--- config.mk ---
export PLATFORM = sky130hd
export DESIGN_NAME = flash_bus_ctrl
export DESIGN_NICKNAME = d
export VERILOG_FILES = /design/src/rtl/flash_bus_ctrl.sv
export SDC_FILE = /design/constraint.sdc
export NUM_CORES = 1
export LEC_CHECK = 0
export ABC_AREA = 0
export ABC_CLOCK_PERIOD_IN_PS = 2300
export BUFFER_PORTS_ARGS = -buffer_cell sky130_fd_sc_hd__buf_2
export CELL_PAD_IN_SITES_DETAIL_PLACEMENT = 0
export CELL_PAD_IN_SITES_GLOBAL_PLACEMENT = 2
export CORE_UTILIZATION = 26
export CTS_CLUSTER_SIZE = 20
export DETAILED_ROUTE_END_ITERATION = 12
export PLACE_DENSITY = 0.89
export SETUP_SLACK_MARGIN = 0.3
export SYNTH_ARGS = -nofsm -noshare
export SYNTH_HDL_FRONTEND = slang
export SYNTH_SLANG_ARGS = --single-unit
export TNS_END_PERCENT = 50
--- constraint.sdc ---
create_clock -name clk -period 2.3 [get_ports clk]
set_input_delay 0.115 -clock clk [delete_from_list [all_inputs] [get_ports clk]]
set_output_delay 0.115 -clock clk [all_outputs]
set_load 0.005 [all_outputs]
--- src/rtl/flash_bus_ctrl.sv ---
module flash_bus_ctrl #(
  parameter int AW          = 20,
  parameter int MIN_PD      = 5,
  parameter int WAKE_CYCLES = 8,
  parameter int BUSY_CYCLES = 20,
  parameter logic [7:0] MFR_CODE = 8'h5C,
  parameter logic [7:0] DEV_CODE = 8'h3E
) (
  input  logic          clk,
  input  logic          rst_n,
  input  logic          ce_n,
  input  logic          oe_n,
  input  logic          we_n,
  input  logic          pd_n,
  input  logic [AW-1:0] addr,
  input  logic [7:0]    din,
  output logic [7:0]    dout,
  output logic          bus_drive,
  output logic          ready,
  output logic [AW-1:0] mem_addr,
  input  logic [7:0]    mem_rdata
);

  localparam int PW = $clog2(MIN_PD + 1);
  localparam int WW = $clog2(WAKE_CYCLES + 1);
  localparam int BW = $clog2(BUSY_CYCLES + 1);

  typedef enum logic [1:0] {ST_ACT, ST_PD, ST_WAKE} pstate_t;
  typedef enum logic [1:0] {M_ARRAY, M_ID, M_STAT} mode_t;

  pstate_t        st;
  mode_t          mode;
  logic           we_q, armed, op_busy, abort_pend, stat_rdy;
  logic [PW-1:0]  pd_cnt;
  logic [WW-1:0]  wcnt;
  logic [BW-1:0]  bcnt;
  logic [7:0]     rd_byte;

  wire pd_enter = !pd_n && (pd_cnt == PW'(MIN_PD - 1)) && (st != ST_PD);
  wire cmd_ok   = we_n && !we_q && !ce_n && pd_n && (st == ST_ACT);

  assign mem_addr  = addr;
  assign ready     = !op_busy && !abort_pend;
  assign bus_drive = !ce_n && !oe_n && we_n && pd_n && (st == ST_ACT);

  always_comb begin
    case (mode)
      M_ID:    rd_byte = (addr == AW'(0)) ? MFR_CODE :
                         (addr == AW'(1)) ? DEV_CODE : 8'h00;
      M_STAT:  rd_byte = {stat_rdy, 7'b0};
      default: rd_byte = mem_rdata;
    endcase
  end

  assign dout = bus_drive ? rd_byte : 8'h00;

  always_ff @(posedge clk) begin
    if (!rst_n) begin
      st         <= ST_ACT;
      mode       <= M_ARRAY;
      we_q       <= 1'b1;
      armed      <= 1'b0;
      op_busy    <= 1'b0;
      abort_pend <= 1'b0;
      stat_rdy   <= 1'b1;
      pd_cnt     <= '0;
      wcnt       <= '0;
      bcnt       <= '0;
    end else begin
      we_q <= we_n;
      if (pd_n)                          pd_cnt <= '0;
      else if (pd_cnt != PW'(MIN_PD))    pd_cnt <= pd_cnt + 1'b1;

      if (pd_enter) begin
        st         <= ST_PD;
        mode       <= M_ARRAY;
        stat_rdy   <= 1'b1;
        abort_pend <= abort_pend || op_busy;
        op_busy    <= 1'b0;
        armed      <= 1'b0;
      end else begin
        case (st)
          ST_PD: if (pd_n) begin
            st   <= ST_WAKE;
            wcnt <= WW'(WAKE_CYCLES);
          end
          ST_WAKE: if (wcnt <= WW'(1)) begin
            st         <= ST_ACT;
            abort_pend <= 1'b0;
          end else begin
            wcnt <= wcnt - 1'b1;
          end
          default: begin
            if (op_busy) begin
              if (bcnt <= BW'(1)) begin
                op_busy  <= 1'b0;
                stat_rdy <= 1'b1;
              end else begin
                bcnt <= bcnt - 1'b1;
              end
            end
            if (cmd_ok) begin
              if (armed) begin
                armed    <= 1'b0;
                op_busy  <= 1'b1;
                bcnt     <= BW'(BUSY_CYCLES);
                stat_rdy <= 1'b0;
                mode     <= M_STAT;
              end else begin
                case (din)
                  8'hFF:   mode <= M_ARRAY;
                  8'h90:   mode <= M_ID;
                  8'h70:   mode <= M_STAT;
                  8'h40:   armed <= !op_busy;
                  default: ;
                endcase
              end
            end
          end
        endcase
      end
    end
  end

  // power-down entry leaves no operation, array mode and ready status
  p_pd_entry_r8: assert property (@(posedge clk) disable iff (!rst_n)
    (st == ST_PD && $past(st) != ST_PD) |-> (!op_busy && mode == M_ARRAY && stat_rdy));

  // mode is array read the whole time the device is not awake
  p_down_array_r9: assert property (@(posedge clk) disable iff (!rst_n)
    (st != ST_ACT) |-> (mode == M_ARRAY));

  // ready only comes back once awake
  p_ready_rise_r9: assert property (@(posedge clk) disable iff (!rst_n)
    $rose(ready) |-> (st == ST_ACT));

  // a busy period always shows a cleared status bit 7
  p_busy_stat_r7: assert property (@(posedge clk) disable iff (!rst_n)
    op_busy |-> !stat_rdy);

  // an operation only starts after the setup command, in status mode
  p_start_r7: assert property (@(posedge clk) disable iff (!rst_n)
    $rose(op_busy) |-> ($past(armed) && mode == M_STAT));

endmodule

Word-level counts from Yosys, hierarchy flattened
Index checks and enable logic that the tools add are counted.
- eq/ne operators: 17
- $lt $le $gt $ge: 2
- bitwise operators: 3
- muxes and demuxes: 30
- reductions and logical operators: 35
- $add $sub $neg: 3
- operators by type and width (cell ; number):
    20-bit by 1-bit == test with 1-bit output, second input constant ; 1
    20-bit logical NOT ; 1
    5-bit 2-to-1 mux ; 4
    8-bit by 7-bit == test with 1-bit output, second input constant ; 2
    8-bit == test, second input constant ; 2
    8-bit one-hot mux with 2 select lines ; 1
    1-bit 2-to-1 mux ; 14
    1-bit logical AND ; 11
    3-bit != test, second input constant ; 3
    3-bit AND reduction ; 3
    4-bit 2-to-1 mux ; 2
    8-bit 2-to-1 mux ; 1
    4-bit one-hot mux with 2 select lines ; 1
    7-bit 2-to-1 mux ; 1
    1-bit logical NOT ; 6
    2-bit 2-to-1 mux ; 3
    6-bit 2-to-1 mux ; 1
    2-bit != test, second input constant ; 3
    2-bit one-hot mux with 3 select lines ; 1
    2-bit AND reduction ; 3
    2-bit nonzero test ; 3
    2-bit OR reduction ; 3
    5-bit by 1-bit <= comparator with 1-bit output, second input constant ; 1
    5-bit by 1-bit subtractor with 5-bit output, second input constant ; 1
    14 further kinds ; 18
- output and inout port bits: 30
- word-level logic and storage cells: 101
- bits of input ports: 42
- bits in registers: 21

Depth between registers and ports, before layout
- word-level depth: 6
- gate-level depth with buffers: 7
- depth with buffers taken out: 6

Least setup slack after synthesis
Ideal clock, no wire load.
- path type: register to register
- start: register wcnt[0]
- end: register wcnt[3]
- stages on the path, launching flop included: 7
- clock period less this slack: 1.744 ns
- arrival: 1.628 ns
- data required time: 2.184 ns
- path buffers: 0
- setup slack: 0.556 ns
- library setup time: 0.116 ns
- path through: dfxtp_1 > inv_1 > ha_1 > or2_2 > a2111oi_4 > nand4_1 > and3b_1
- cells in the longest elaborated chain, start to end: 3
- elaborated cells between the ends (all ways): 6
- classes of those cells: add/sub: 1; order compare: 1; eq/ne: 1; mux: 2; reduce/logical: 1
- RTL lines (what ; RTL line ; source):
    from (decl) ; 35 ; logic [WW-1:0] wcnt;
    from (signal assigned) ; 85 ; wcnt <= WW'(WAKE_CYCLES);
    from (signal assigned) ; 91 ; wcnt <= wcnt - 1'b1;
    4-bit by 1-bit subtractor with 4-bit output / 4-bit by 1-bit <= comparator with 1-bit output (equally long branches) ; 91, 87 ;
    4-bit 2-to-1 mux / 2-bit != test (equally long branches) ; - ;
    4-bit one-hot mux with 2 select lines / 4-bit AND reduction (equally long branches) ; - ;
Several ways; a longest one is shown, not always the timed one. The select of a mux whose other input is x is not followed.
A chain may end at the register's enable or synchronous reset.

Worst setup path in the final report
- start: register st[1]
- end: output dout[1]
- cells in the longest elaborated chain, start to end: 3
- RTL lines (what ; RTL line ; source):
    from (decl) ; 31 ; pstate_t st;
    from (signal assigned) ; 59 ; st <= ST_ACT;
    from (signal assigned) ; 75 ; st <= ST_PD;
    from (signal assigned) ; 84 ; st <= ST_WAKE;
    2-bit logical NOT ; 44 ; assign bus_drive = !ce_n && !oe_n && we_n && pd_n && (st == ST_ACT);
    1-bit logical AND ; 44 ;
    8-bit 2-to-1 mux ; 55 ; assign dout = bus_drive ? rd_byte : 8'h00;
    to (decl) ; 17 ; output logic [7:0] dout,
Every way passes these cells.

==> flow_metrics.py <==
metrics = {
    "cells_and_area": {
        "diodes": 0,
        "syn2layout_area_growth_pct": 27.0,
        "fin_nets": 304,
        "drive_above_1_share": 0.410,
        "nFillCells": 639,
        "final_util": 0.344,
        "fin_area_mm2": 0.00204,
    },
    "global_route": {
        "antenna_found_initial": 0,
        "grt_max_degree": 17,
        "grt_first_pass_wirelength_mm": 6.06,
        "grt_pass1_vias": 1379,
        "grtUsageTotal": 0.120,
        "overflow": 0,
    },
    "worst_setup_path": {
        "startpoint": "st[1]",
        "arrival_ns": 1.76,
        "cpPeakStageDelay_ns": 0.33,
        "worstSetupStartpointType": "flip-flop",
        "crit_fanout": 6,
        "critPathKind": "reg2out",
        "path_cells": "inv_2, ha_2, nand4b_4, nor3b_4, a41oi_4, nor3_1, buf_2",
        "cp_data_required_time_ns": 2.18,
        "cp-end-kind": "output pin",
        "critical_path.slowest_cell": "dfxtp_1",
        "r2r-start": "pd_cnt[0]",
    },
    "place": {
        "gp_congestion": 0.741,
        "dp.final_hpwl_mm": 3.05,
        "port_buffers": 71,
        "place_area_mm2": 0.00189,
    },
    "timing": {
        "hold_slack_ns": 0.0993,
        "final_hold_viol_count": 0,
        "finClkSkew_ns": 0.00477,
        "finalMaxSlewViolations": 0,
        "rsz0062_at_grt": "yes",
        "period_share": 0.813,
        "max_slew.worst_pin.slew_ns": 0.539,
        "fmax_mhz": 535,
        "setup_violations": 0,
        "tns_ns": 0,
        "finalCriticalPeriod_ns": 1.87,
        "slew_headroom": 0.637,
    },
    "min_path": {
        "hold_path.class": "in2reg",
        "worstHoldStart": "we_n",
    },
    "drt": {
        "ant_nets": 0,
        "drt_iter0_drc": 42,
        "dr.pass1.iters": 4,
        "vias": 1525,
        "avgViaCountPerCell": 4.71,
        "drc": 0,
        "detail_route.wl_per_cell_um": 11.7,
        "drt_wl_total_mm": 3.79,
    },
    "power": {
        "max-vdd-ir-drop_uv": 188,
        "powerDensity_mw_per_mm2": 358,
        "p_leak_nw": 0.846,
    },
    "floorplanning": {
        "initial_core_util": 0.271,
        "core_mm2": 0.00592,
        "rows": 28,
        "pin_count": 72,
        "die-area_mm2": 0.00649,
        "die_h_um": 80.6,
        "die_w_um": 80.6,
    },
    "run": {
        "max-cap-violations": 0,
    },
    "logic_synthesis": {
        "yosys_register_bits": 21,
        "syn_nets": 249,
        "yosysWarnings": 0,
        "yosysTopAreaCell": "dfxtp_1",
        "synth_top_area_share": 0.262,
        "syn_avg_cell_area_um2": 8.23,
        "async_flop_share": 0,
        "synth_cell_types": 46,
        "synth_cells": 195,
        "yosys-top-cells-area": "dfxtp_1 26%, buf_4 9.4%, ha_1 9.4%",
        "synth.yosys.seq_area_share": 0.262,
        "dominantRegCellSynth": "dfxtp_1",
        "syn_area_mm2": 0.00161,
        "synth_edf_count": 0,
    },
    "clocking": {
        "root_buffer": "clkbuf_8",
        "cts_buffer_depth": 2,
        "htree_levels": 1,
        "clk_latency_ns": 0.26,
        "clock-sinks": 21,
        "ctsHoldBuffers": 0,
        "cts_tree": "yes",
        "cts_buffers": 3,
        "clk_pin_slew_ns": 0.08,
    },
    "status": {
        "outcome": "completed",
    },
}
## stage by stage
step | std cells | worst slack [ns] | power (mW)
floorplan | 195 | 0.556 | 0.436
global placement | 319 | 0.419 | 0.483
detailed placement | 319 | 0.339 | 0.483
CTS | 323 | 0.311 | 0.740
global route | 324 | 0.292 | 0.773
finish | 324 | 0.429 | 0.730
## cells by family (layout without fill, tap and decap cells)
kind of cell	Yosys count	in the layout	share of synthesized area
flops	21	21	0.262
xor+xnor	4	4	0.0218
buf+inv	40	94	0.145
compound gates	33	33	0.175
fa+ha+maj	12	12	0.0935
simple gates	85	85	0.302
## sequential cells by signal, summed over array words and instances (netlist names)
| signal | count |
|---|---|
| abort_pend | 1 |
| armed | 1 |
| bcnt | 5 |
| mode | 2 |
| op_busy | 1 |
| pd_cnt | 3 |
| st | 2 |
| stat_rdy | 1 |
| wcnt | 4 |
| we_q | 1 |
## report_power, final
part,internal [mW],switching (mW),leakage [nW]
registers,0.366,0.00272,0.171
logic,0.0565,0.0563,0.652
clock network,0.124,0.125,0.0228
total,0.546,0.184,0.846
## cells in the mapped netlist, types with 2 or more instances
cell	count
nand3_1	5
buf_4	20
nor4_1	5
inv_1	17
ha_1	12
nor4b_1	2
nor3b_1	2
o31ai_1	2
nand2_1	20
nor2b_1	6
and3_1	2
a41oi_1	2
nand3b_1	3
nor2_1	11
a2111oi_2	2
or3_1	2
a21boi_1	3
or2_2	2
a21oi_1	9
o21ai_0	2
clkbuf_1	2
o22ai_1	2
dfxtp_1	21
xnor2_1	4
nand2b_1	7
nand4_1	4
nor3_1	7
## worst paths after layout
kind | end | slack [ns] | cells after the start
setup / recovery | dout[1] | 0.43 | 7
hold / removal | we_q | 0.1 | 2
setup reg to reg | wcnt[2] | 0.46 | 7
hold reg to reg | abort_pend | 0.48 | 2
## layout make-up
cell class | instances | area, µm² | area share
Sequential cell | 21 | 424 | 0.208
Inverter | 17 | 63.8 | 0.0313
Multi-Input combinational cell | 134 | 1040 | 0.511
Timing Repair Buffer | 73 | 370 | 0.182
Clock buffer | 4 | 45.0 | 0.0221
Tap cell | 75 | 93.8 | 0.0460
## critical path, delay by kind of cell (launching register included)
kind	cells	cell delay, ns
AO/OA/AOI/OAI	1	0.09
flip-flops	1	0.33
AND/OR/NAND/NOR	3	0.66
adder cells (fa/ha/maj)	1	0.19
buffers and inverters	2	0.21
## routing by layer
metal | wire, µm | vias to the layer above | global-route usage
met5 | 0 | - | 0
met4 | 58 | 0 | 0.0482
met3 | 287 | 5 | 0.0227
met2 | 1860 | 57 | 0.217
met1 | 1590 | 690 | 0.138
li1 | - | 773 | -
## cells in the final DEF, fill, tap and decap left out, types with 2 or more instances in the layout
cell and instances:
dfxtp_1 18, nand4_1 4, inv_1 15, ha_1 10, dfxtp_2 3, or3_1 2
a2111oi_2 2, nor3_2 2, nor2_1 10, nor3_1 6, a21boi_1 2, o22ai_1 2
clkbuf_8 3, nand2b_1 7, inv_2 2, a21oi_1 9, nand2_1 20, o21ai_0 2
buf_2 71, nor4_1 5, nand3b_1 3, buf_4 2, o31ai_1 2, xnor2_1 4
nor2b_1 6, nand3_1 5
## repair_timing
item                       in CTS  in global routing
buffers inserted                0                  1
pin swaps                       1                  5
setup endpoints to repair       6                  6
gates resized for setup        10                 11
No activity file was read; power rests on OpenSTA's default activity.
